<file path="config.mk">
export PLATFORM = sky130hd
export DESIGN_NAME = rxf_addr_filter
export DESIGN_NICKNAME = d
export VERILOG_FILES = /design/src/rtl/rxf_pkg.sv /design/src/rtl/rxf_crc.sv /design/src/rtl/rxf_hash_tbl.sv /design/src/rtl/rxf_addr_filter.sv
export SDC_FILE = /design/constraint.sdc
export NUM_CORES = 1
export LEC_CHECK = 0
export BUFFER_PORTS_ARGS = -buffer_cell sky130_fd_sc_hd__clkbuf_2
export CORE_AREA = 10 10 166 168
export DETAILED_ROUTE_END_ITERATION = 10
export DIE_AREA = 0 0 176 178
export PLACE_DENSITY_LB_ADDON = 0.08
export SYNTH_ARGS = -nofsm -noshare
export SYNTH_HDL_FRONTEND = slang
export SYNTH_SLANG_ARGS = --single-unit
</file>
<file path="constraint.sdc">
create_clock -name clk -period 9 [get_ports clk]
set_input_delay 0.45 -clock clk [delete_from_list [all_inputs] [get_ports clk]]
set_output_delay 0.45 -clock clk [all_outputs]
set_load 0.1 [all_outputs]
</file>
<file path="src/rtl/rxf_pkg.sv">
package rxf_pkg;

    typedef enum logic [1:0] {
        ST_IDLE,
        ST_LOAD,
        ST_ADDR,
        ST_DECIDE
    } rxf_state_e;

    localparam logic [31:0] CRC_POLY   = 32'h04C11DB7;
    localparam logic [31:0] CRC_PRESET = 32'hFFFF_FFFF;

    // Fold one byte into the CRC register, least significant data bit first.
    function automatic logic [31:0] crc_fold(input logic [31:0] c, input logic [7:0] d);
        logic [31:0] r;
        logic        fb;
        r = c;
        for (int i = 0; i < 8; i++) begin
            fb = r[31] ^ d[i];
            r  = {r[30:0], 1'b0};
            if (fb) r = r ^ CRC_POLY;
        end
        return r;
    endfunction

endpackage

</file>
<file path="src/rtl/rxf_crc.sv">
module rxf_crc #(
    parameter int IDX_W = 6
) (
    input  logic             clk,
    input  logic             rst_n,
    input  logic             preset,
    input  logic             step,
    input  logic [7:0]       din,
    output logic [IDX_W-1:0] hash_q,
    output logic [IDX_W-1:0] hash_nxt
);
    import rxf_pkg::*;

    logic [31:0] crc_q;
    logic [31:0] crc_nxt;

    assign crc_nxt  = crc_fold(crc_q, din);
    assign hash_q   = crc_q[IDX_W+1:2];
    assign hash_nxt = crc_nxt[IDX_W+1:2];

    always_ff @(posedge clk) begin
        if (!rst_n)      crc_q <= CRC_PRESET;
        else if (preset) crc_q <= CRC_PRESET;
        else if (step)   crc_q <= crc_nxt;
    end

    // a preset always leaves the register at all ones
    a_r2_preset_ones: assert property (@(posedge clk) disable iff (!rst_n)
        preset |=> (crc_q == CRC_PRESET));

    // without preset or step the register holds
    a_r2_hold: assert property (@(posedge clk) disable iff (!rst_n)
        (!preset && !step) |=> $stable(crc_q));

endmodule

</file>
<file path="src/rtl/rxf_hash_tbl.sv">
module rxf_hash_tbl #(
    parameter int IDX_W = 6
) (
    input  logic             clk,
    input  logic             rst_n,
    input  logic             clear,
    input  logic             set_en,
    input  logic [IDX_W-1:0] set_idx,
    input  logic [IDX_W-1:0] look_idx,
    output logic             hit
);
    localparam int TBL_SIZE = 1 << IDX_W;

    logic [TBL_SIZE-1:0] bits_q;
    logic [TBL_SIZE-1:0] bits_nxt;

    for (genvar g = 0; g < TBL_SIZE; g++) begin : g_bit
        assign bits_nxt[g] = clear ? 1'b0
                           : (bits_q[g] | (set_en && (set_idx == IDX_W'(g))));
    end

    always_ff @(posedge clk) begin
        if (!rst_n) bits_q <= '0;
        else        bits_q <= bits_nxt;
    end

    assign hit = bits_q[look_idx];

    // a clear leaves every bit at 0
    a_r3_clear_empties: assert property (@(posedge clk) disable iff (!rst_n)
        clear |=> (bits_q == '0));

    // one set adds at most one bit
    a_r3_single_set: assert property (@(posedge clk) disable iff (!rst_n)
        (!clear) |=> ($countones(bits_q) <= $countones($past(bits_q)) + 1));

endmodule

</file>
<file path="src/rtl/rxf_addr_filter.sv">
module rxf_addr_filter #(
    parameter int ADDR_BYTES  = 6,
    parameter int IDX_W       = 6,
    parameter int LEN_W       = 14,
    parameter int LIST_W      = 16,
    parameter int MAX_ENTRIES = 64
) (
    input  logic                    clk,
    input  logic                    rst_n,
    input  logic                    cfg_promisc,
    input  logic                    cfg_bcast_block,
    input  logic                    cfg_mcast_en,
    input  logic [8*ADDR_BYTES-1:0] station_addr,
    input  logic                    link_up,
    input  logic                    rx_active,
    input  logic [LEN_W-1:0]        min_len,
    input  logic                    frm_start,
    input  logic [LEN_W-1:0]        frm_len,
    input  logic                    addr_valid,
    input  logic [7:0]              addr_byte,
    input  logic                    ld_start,
    input  logic [LIST_W-1:0]       ld_len,
    input  logic                    ld_valid,
    input  logic [7:0]              ld_byte,
    output logic                    busy,
    output logic                    dec_valid,
    output logic                    accept,
    output logic                    bcmc
);
    import rxf_pkg::*;

    localparam int ADDR_W = 8 * ADDR_BYTES;
    localparam int BC_W   = $clog2(ADDR_BYTES);
    localparam int ENT_W  = $clog2(MAX_ENTRIES + 1);
    localparam logic [BC_W-1:0]  LAST_BYTE = BC_W'(ADDR_BYTES - 1);
    localparam logic [ENT_W-1:0] ENT_MAX   = ENT_W'(MAX_ENTRIES);

    rxf_state_e        state_q;
    logic [BC_W-1:0]   byte_cnt_q;
    logic [ENT_W-1:0]  ent_cnt_q;
    logic [ENT_W-1:0]  ent_tgt_q;
    logic [ADDR_W-1:0] addr_q;
    logic              gate_bad_q;

    logic [LIST_W-1:0] ent_req;
    logic [ENT_W-1:0]  ent_tgt;
    logic              last_byte;
    logic              crc_preset, crc_step;
    logic [7:0]        crc_din;
    logic [IDX_W-1:0]  hash_q, hash_nxt;
    logic              tbl_clear, tbl_set, tbl_hit;

    assign ent_req   = ld_len / LIST_W'(ADDR_BYTES);
    assign ent_tgt   = (ent_req > LIST_W'(MAX_ENTRIES)) ? ENT_MAX : ent_req[ENT_W-1:0];
    assign last_byte = (byte_cnt_q == LAST_BYTE);

    // Shared datapath controls
    always_comb begin
        crc_preset = 1'b0;
        crc_step   = 1'b0;
        crc_din    = addr_byte;
        tbl_clear  = 1'b0;
        tbl_set    = 1'b0;
        unique case (state_q)
            ST_IDLE: begin
                crc_preset = ld_start || frm_start;
                tbl_clear  = ld_start;
            end
            ST_LOAD: begin
                crc_din    = ld_byte;
                crc_step   = ld_valid;
                tbl_set    = ld_valid && last_byte;
                crc_preset = ld_valid && last_byte;
            end
            ST_ADDR:   crc_step = addr_valid;
            ST_DECIDE: ;
        endcase
    end

    rxf_crc #(.IDX_W(IDX_W)) u_crc (
        .clk      (clk),
        .rst_n    (rst_n),
        .preset   (crc_preset),
        .step     (crc_step),
        .din      (crc_din),
        .hash_q   (hash_q),
        .hash_nxt (hash_nxt)
    );

    rxf_hash_tbl #(.IDX_W(IDX_W)) u_tbl (
        .clk      (clk),
        .rst_n    (rst_n),
        .clear    (tbl_clear),
        .set_en   (tbl_set),
        .set_idx  (hash_nxt),
        .look_idx (hash_q),
        .hit      (tbl_hit)
    );

    // State register and counters
    always_ff @(posedge clk) begin
        if (!rst_n) begin
            state_q    <= ST_IDLE;
            byte_cnt_q <= '0;
            ent_cnt_q  <= '0;
            ent_tgt_q  <= '0;
            addr_q     <= '0;
            gate_bad_q <= 1'b0;
        end else begin
            unique case (state_q)
                ST_IDLE: begin
                    byte_cnt_q <= '0;
                    if (ld_start) begin
                        ent_cnt_q <= '0;
                        ent_tgt_q <= ent_tgt;
                        state_q   <= (ent_tgt == '0) ? ST_IDLE : ST_LOAD;
                    end else if (frm_start) begin
                        gate_bad_q <= (frm_len < min_len) || !link_up || !rx_active;
                        state_q    <= ST_ADDR;
                    end
                end
                ST_LOAD: begin
                    if (ld_valid) begin
                        if (last_byte) begin
                            byte_cnt_q <= '0;
                            ent_cnt_q  <= ent_cnt_q + 1'b1;
                            if (ent_cnt_q + 1'b1 == ent_tgt_q) state_q <= ST_IDLE;
                        end else begin
                            byte_cnt_q <= byte_cnt_q + 1'b1;
                        end
                    end
                end
                ST_ADDR: begin
                    if (addr_valid) begin
                        addr_q[byte_cnt_q*8 +: 8] <= addr_byte;
                        if (last_byte) state_q <= ST_DECIDE;
                        else           byte_cnt_q <= byte_cnt_q + 1'b1;
                    end
                end
                ST_DECIDE: state_q <= ST_IDLE;
            endcase
        end
    end

    // Outputs
    always_comb begin
        busy      = (state_q == ST_LOAD);
        dec_valid = (state_q == ST_DECIDE);
        accept    = 1'b0;
        bcmc      = 1'b0;
        if (state_q == ST_DECIDE) begin
            if (gate_bad_q) begin
                accept = 1'b0;
            end else if (cfg_promisc) begin
                accept = 1'b1;
            end else if (&addr_q) begin
                accept = !cfg_bcast_block;
                bcmc   = !cfg_bcast_block;
            end else if (addr_q[0]) begin
                accept = cfg_mcast_en && tbl_hit;
                bcmc   = cfg_mcast_en && tbl_hit;
            end else begin
                accept = (addr_q == station_addr);
            end
        end
    end

    // a decision lasts exactly one cycle
    a_r10_one_shot: assert property (@(posedge clk) disable iff (!rst_n)
        dec_valid |=> !dec_valid);

    // a decision follows an accepted address byte
    a_r10_after_byte: assert property (@(posedge clk) disable iff (!rst_n)
        dec_valid |-> $past(addr_valid));

    // no verdict outside the decision cycle
    a_r10_quiet: assert property (@(posedge clk) disable iff (!rst_n)
        !dec_valid |-> (!accept && !bcmc));

    // a load only begins on a load request
    a_r3_load_begins: assert property (@(posedge clk) disable iff (!rst_n)
        $rose(busy) |-> $past(ld_start));

    // the entry counter never passes the cap
    a_r4_entry_cap: assert property (@(posedge clk) disable iff (!rst_n)
        ent_cnt_q <= ENT_MAX);

    // a load cannot end in a decision
    a_r11_no_overlap: assert property (@(posedge clk) disable iff (!rst_n)
        busy |=> !dec_valid);

endmodule

</file>
# Word-level counts from Yosys, hierarchy flattened
# Cells that the tools add are included.
[word_totals]
input_bits = 119
elab_cells = 307
output_inout_bits = 4
reg_bits = 164
[op_classes]
add_sub_neg = 3
order_cmp = 3
mux = 45
bitwise_logic = 82
n_shift = 2
reduce_logical = 86
eq_ne = 77
div_mod_pow = 1
[op_table]
columns = ["op", "count"]
rows = [
  ["$mux W27", 8],
  ["$eq A6 B6 Y1 const B", 32],
  ["$not A14 Y14", 8],
  ["$eq A6 B5 Y1 const B", 16],
  ["$logic_and A1 B1 Y1", 66],
  ["$or A1 B1 Y1", 64],
  ["$bwmux W48", 1],
  ["$eq A48 B48 Y1", 1],
  ["$eq A6 B4 Y1 const B", 8],
  ["$reduce_and A48 Y1", 1],
  ["$shift A8 B34 Y48 const A", 1],
  ["$shiftx A8 B34 Y48", 1],
  ["$neg A6 Y34", 1],
  ["$mux W7", 4],
  ["$eq A6 B3 Y1 const B", 4],
  ["$div A16 B3 Y16 const B", 1],
  ["$gt A16 B7 Y1 const B", 1],
  ["$lt A14 B14 Y1", 1],
  ["$mux W1", 14],
  ["$mux W2", 7],
  ["$pmux W7 S2", 1],
  ["$eq A6 B2 Y1 const B", 2],
  ["$mux W3", 4],
  ["$ne A2 B2 Y1 const B", 5],
  ["other kinds (29)", 47],
]

# Longest topological paths before layout
[logic_depth]
word_depth = 21
ltp_mapped = 15
depth_no_buf = 13

# By module
# From an unflattened synthesis, not the netlist that was laid out.
[hier_totals]
hier_cells = 1184
hier_area_um2 = 10054.6
[by_module_without_submodules]
columns = ["module", "cells_each", "area_per_inst_um2", "n_inst"]
rows = [
  ["rxf_addr_filter", 693, 5368.9, 1],
  ["rxf_hash_tbl", 275, 2581.2, 1],
  ["rxf_crc", 216, 2104.5, 1],
]

# Least setup slack after synthesis
# No wires, ideal clock.
[synth_timing]
path_type = "reg2out"
from = "reg u_crc.crc_q[2]"
to = "out bcmc"
setup_slack_ns = 4.557
n_path_buf = 2
stages_incl_launch_ff = 8
t_arrival_ns = 3.993
path_cell_list = "dfxtp_1 -> clkbuf_1 -> buf_2 -> mux4_2 -> mux4_2 -> mux4_2 -> a41oi_1 -> nor3_1"
[synth_via]
elab_chain_len = 8
[synth_rtl]
columns = ["element", "line", "text"]
rows = [
  ["start: declaration", "rxf_crc.sv:14", "logic [31:0] crc_q;"],
  ["start signal: assignment", "rxf_crc.sv:24", "else if (step) crc_q <= crc_nxt;"],
  ["$bmux W1 S6", "rxf_hash_tbl.sv:27", "assign hit = bits_q[look_idx];"],
  ["$mux W1 (implied by the code)", "rxf_hash_tbl.sv:27", ""],
  ["$logic_and A1 B1 Y1", "rxf_addr_filter.sv:161", "bcmc = cfg_mcast_en && tbl_hit;"],
  ["$mux W1", "rxf_addr_filter.sv:159", "end else if (addr_q[0]) begin"],
  ["$mux W1", "rxf_addr_filter.sv:156", "end else if (&addr_q) begin"],
  ["$mux W1", "rxf_addr_filter.sv:154", "end else if (cfg_promisc) begin"],
  ["$mux W1", "rxf_addr_filter.sv:152", "if (gate_bad_q) begin"],
  ["$mux W1", "rxf_addr_filter.sv:151", "if (state_q == ST_DECIDE) begin"],
  ["end: declaration", "rxf_addr_filter.sv:28", "output logic bcmc"],
]
# No other way between the ends. The select of a mux whose other input is x is not followed.

# Worst setup path in the final report
[layout_timing]
from = "reg u_crc.crc_q[3]"
to = "out accept"
[layout_via]
elab_chain_len = 8
[layout_rtl]
columns = ["element", "line", "text"]
rows = [
  ["$bmux W1 S6", "rxf_hash_tbl.sv:27", ""],
  ["$mux W1 (implied by the code)", "rxf_hash_tbl.sv:27", ""],
  ["$logic_and A1 B1 Y1", "rxf_addr_filter.sv:160", "accept = cfg_mcast_en && tbl_hit;"],
  ["$mux W1", "rxf_addr_filter.sv:159", ""],
  ["$mux W1", "rxf_addr_filter.sv:156", ""],
  ["$mux W1", "rxf_addr_filter.sv:154", ""],
  ["$mux W1", "rxf_addr_filter.sv:152", ""],
  ["$mux W1", "rxf_addr_filter.sv:151", ""],
  ["end: declaration", "rxf_addr_filter.sv:27", "output logic accept,"],
]
# No other way between the ends. The select of a mux whose other input is x is not followed.

==> metrics.txt <==
Max FO, Critical Path 18; Internal 1.544 mW; share of layout cells above drive strength 1 0.1878; PortBufs 121; Seq cells post-synth 164; Initial Util 0.3962; fin crit share 0.4894; antenna cell count 0; Synth Area in Compound Gates 0.1539; clock skew 0.01915 ns; sequential power share 0.298; sequential share of the synthesized area 0.3437; capturing element type of the critical path output pin; Die X 176 um; hold_ws 0.3622 ns; vias in the first global route 7832; GRT Total Usage 0.1650; CTS root buf clkbuf_16; Final setup viols 0; core area 24110 sq um; Area Growth Syn to Fin 15.18%; most frequent CP cell mux4_2; unrepaired setup endpoints after global routing no; Hold Fails Final Rpt 0; Final Power 2.620 mW; Die Area 31330 sq um; Clock power frac 0.285; fin nets 1310; Top Ports 123; Site Rows 57; EDFF count, synth 0; status completed; syn avg cell area 8.894 sq um; Setup TNS 0 ns; Vias/cell 5.156; post-cts sizing count 0; CP max stage cell dfxtp_1; final WL 25410 um; # DRC 0; Final HPWL DP 18530 um; final RePlAce weighted congestion 0.8318; Synth Area in Adders 0.02882; sinks on the clock net 164; VDD IR max 0.0001865 V; Sw Ratio 0.4109; Crit path arrival time 3.95 ns; die height 178 um; first-pass GRT wire length 42060 um; initial antenna violation count 0; leakage power 4.285 nW; Max Clock Freq 0.2270 GHz; YS warnings 0; Post-Synth XOR/XNOR Area 0.1273; total CTS buffers 17; multiplexer area fraction after synthesis 0.1104; worst path required time 8.55 ns; CTS Hold Bufs 0; Slew headroom 0.1652; Power Density 238.2 nW/um^2; biggest cell delay along the critical path 0.98 ns; GR Overflow Total 0; Startpoint Class flop; worst skew pair latency 0.44 ns; combinational power share 0.417; worst slew pin tran 1.248 ns; Initial DRT Pass Iterations 4; Post-Synthesis Cells 1074; post-synth cell types 79; main combinational cell family by area after synthesis simple AND/OR/NAND/NOR gates; net count after synthesis 1215; wire per inst 16.87 um; H-tree levels 4; Synth Flop Type dfxtp_1; Setup Crit Path Kind flop to output pin; switching pwr 1.077 mW; Max Cap Viol 0; crit path time final 4.404 ns; Slew Viols, Final 0; area share of and/or/nand/nor cells after synthesis 0.1954; Post-synth ARST share 0; Reg clk slew, reported paths 0.07 ns; Hold Crit Class input port to flop; via count 7765; Clock Tree Buf Depth 2; worst-path cell chain mux4_2 -> mux4_2 -> mux4_2 -> a41oi_1 -> a21oi_1 -> clkbuf_2; largest net degree at the start of global routing 68; TritonCTS clock tree done; Iter 0 DRT Violations 527; post-CTS setup buffer count 0; ANT nets after route 0; Synth Cell Area 9552 sq um
-- synthesized netlist by cell type, drive strengths merged (5+ instances only) --
cell type    n  area [sq um]
a21boi      13         97.60
a21o        16         120.1
a21oi       89         468.0
a31oi        6         43.79
and2        12         75.07
buf         16         110.1
clkbuf      39         147.6
dfxtp      164          3283
ha          22         275.3
inv         34         127.6
mux2i       54         548.0
mux4        21         473.0
nand2       86         322.8
nand2b      12         75.07
nand3       26         130.1
nand4       24         150.1
nor2       110         420.4
nor2b       52         325.3
nor3        12         70.07
nor4        13         81.33
o211ai      35         272.8
o21ai       24         131.4
o22ai        5         31.28
xnor2       81         799.5
xor2        45         416.7
-- registers in the layout (all words and copies together) (netlist names) --
register and flops:
u_tbl.bits_q 64, ent_tgt_q 7, addr_q 48, u_crc.crc_q 32
byte_cnt_q 3, state_q 2, ent_cnt_q 7, gate_bad_q 1
-- per-layer routing --
metal,vias to the layer above,track usage,wire (um),share of wire
li1,3975,-,-,-
met3,18,0.02918,1023,0.040
met4,0,0.04062,261,0.010
met5,-,0,0,0
met2,159,0.2737,11740,0.46
met1,3613,0.2180,12390,0.49
-- cell usage in the layout, fill, tap and decap left out, drive strengths merged, types with 3 or more instances in the layout --
cell type,synthesis,final
nor4bb,3,3
o211ai,35,35
o21ai,24,24
a211oi,3,3
and4,3,3
a21oi,89,89
or2,4,4
ha,22,22
and2,12,12
nand3,26,26
dfxtp,164,164
nor3,12,12
buf,16,10
a21boi,13,13
nand2b,12,12
a22oi,4,4
nor2b,52,52
mux4,21,21
o22ai,5,5
clkbuf,39,138
a21o,16,16
mux2,3,3
nand2,86,86
clkinv,0,4
a2111oi,3,3
and3,4,4
nor2,110,110
mux2i,54,54
xnor2,81,81
xor2,45,45
o21a,3,3
nor4,13,13
inv,34,42
nand4,24,24
a31oi,6,6
-- cell type report --
type | count | area (sq um)
Clock inverter | 15 | 185.2
Tap cell | 324 | 405.4
Multi-Input combinational cell | 821 | 5894
Fill cell | 2425 | 13100
Sequential cell | 164 | 3283
Timing Repair Buffer | 131 | 680.7
Inverter | 34 | 127.6
Clock buffer | 17 | 425.4
-- logic make-up (layout without fill, tap and decap cells) --
logic type                 count (synthesis)  count (layout)
buffers and inverters                     89             197
AOI/OAI and AO/OA                        221             221
and+or+nand+nor                          374             374
adders and majority gates                 22              22
xor gates and xnor gates                 126             126
muxes                                     78              78
DFF                                      164             164
-- path summary, 6_finish.rpt --
check | end | cells past startpoint | slack [ns] | from
hold / removal | state_q[0]$_SDFFE_PN0P_ | 3 | 0.36 | ld_len[1]
setup reg to reg | u_tbl.bits_q[39]$_SDFF_PP0_ | 11 | 4.87 | state_q[1]$_SDFFE_PN0P_
setup / recovery | accept | 6 | 4.60 | u_crc.crc_q[3]$_SDFFE_PP1P_
hold reg to reg | u_tbl.bits_q[58]$_SDFF_PP0_ | 2 | 0.47 | u_tbl.bits_q[58]$_SDFF_PP0_
-- power groups by stage --
| stage | Clock (mW) | Combinational, mW | Sequential, mW |
|---|---|---|---|
| floorplan | 0 | 0.856 | 0.784 |
| global placement | 0 | 1.10 | 0.798 |
| detailed placement | 0 | 1.09 | 0.799 |
| CTS | 0.763 | 1.10 | 0.782 |
| global route | 0.793 | 1.22 | 0.786 |
| finish | 0.746 | 1.09 | 0.782 |
-- stage by stage --
stage,setup slack [ns],std cells,utilization,instance area (sq um)
after CTS,4.583,1506,0.4564,11000
after floorplan,4.557,1074,-,9552
final,4.596,1506,0.4564,11000
after global routing,4.440,1506,0.4564,11000
after detailed placement,4.884,1474,0.4311,10390
after global placement,4.893,1474,0.4311,10390
-- critical path: cells and delay by family, from the launching register on --
family / cells / cell delay, ns
buffers and inverters: 1 / 0.39
AOI/OAI and AO/OA: 2 / 0.52
DFF: 1 / 0.98
muxes: 3 / 1.61
Note: power is estimated with default switching activity, not from simulation.
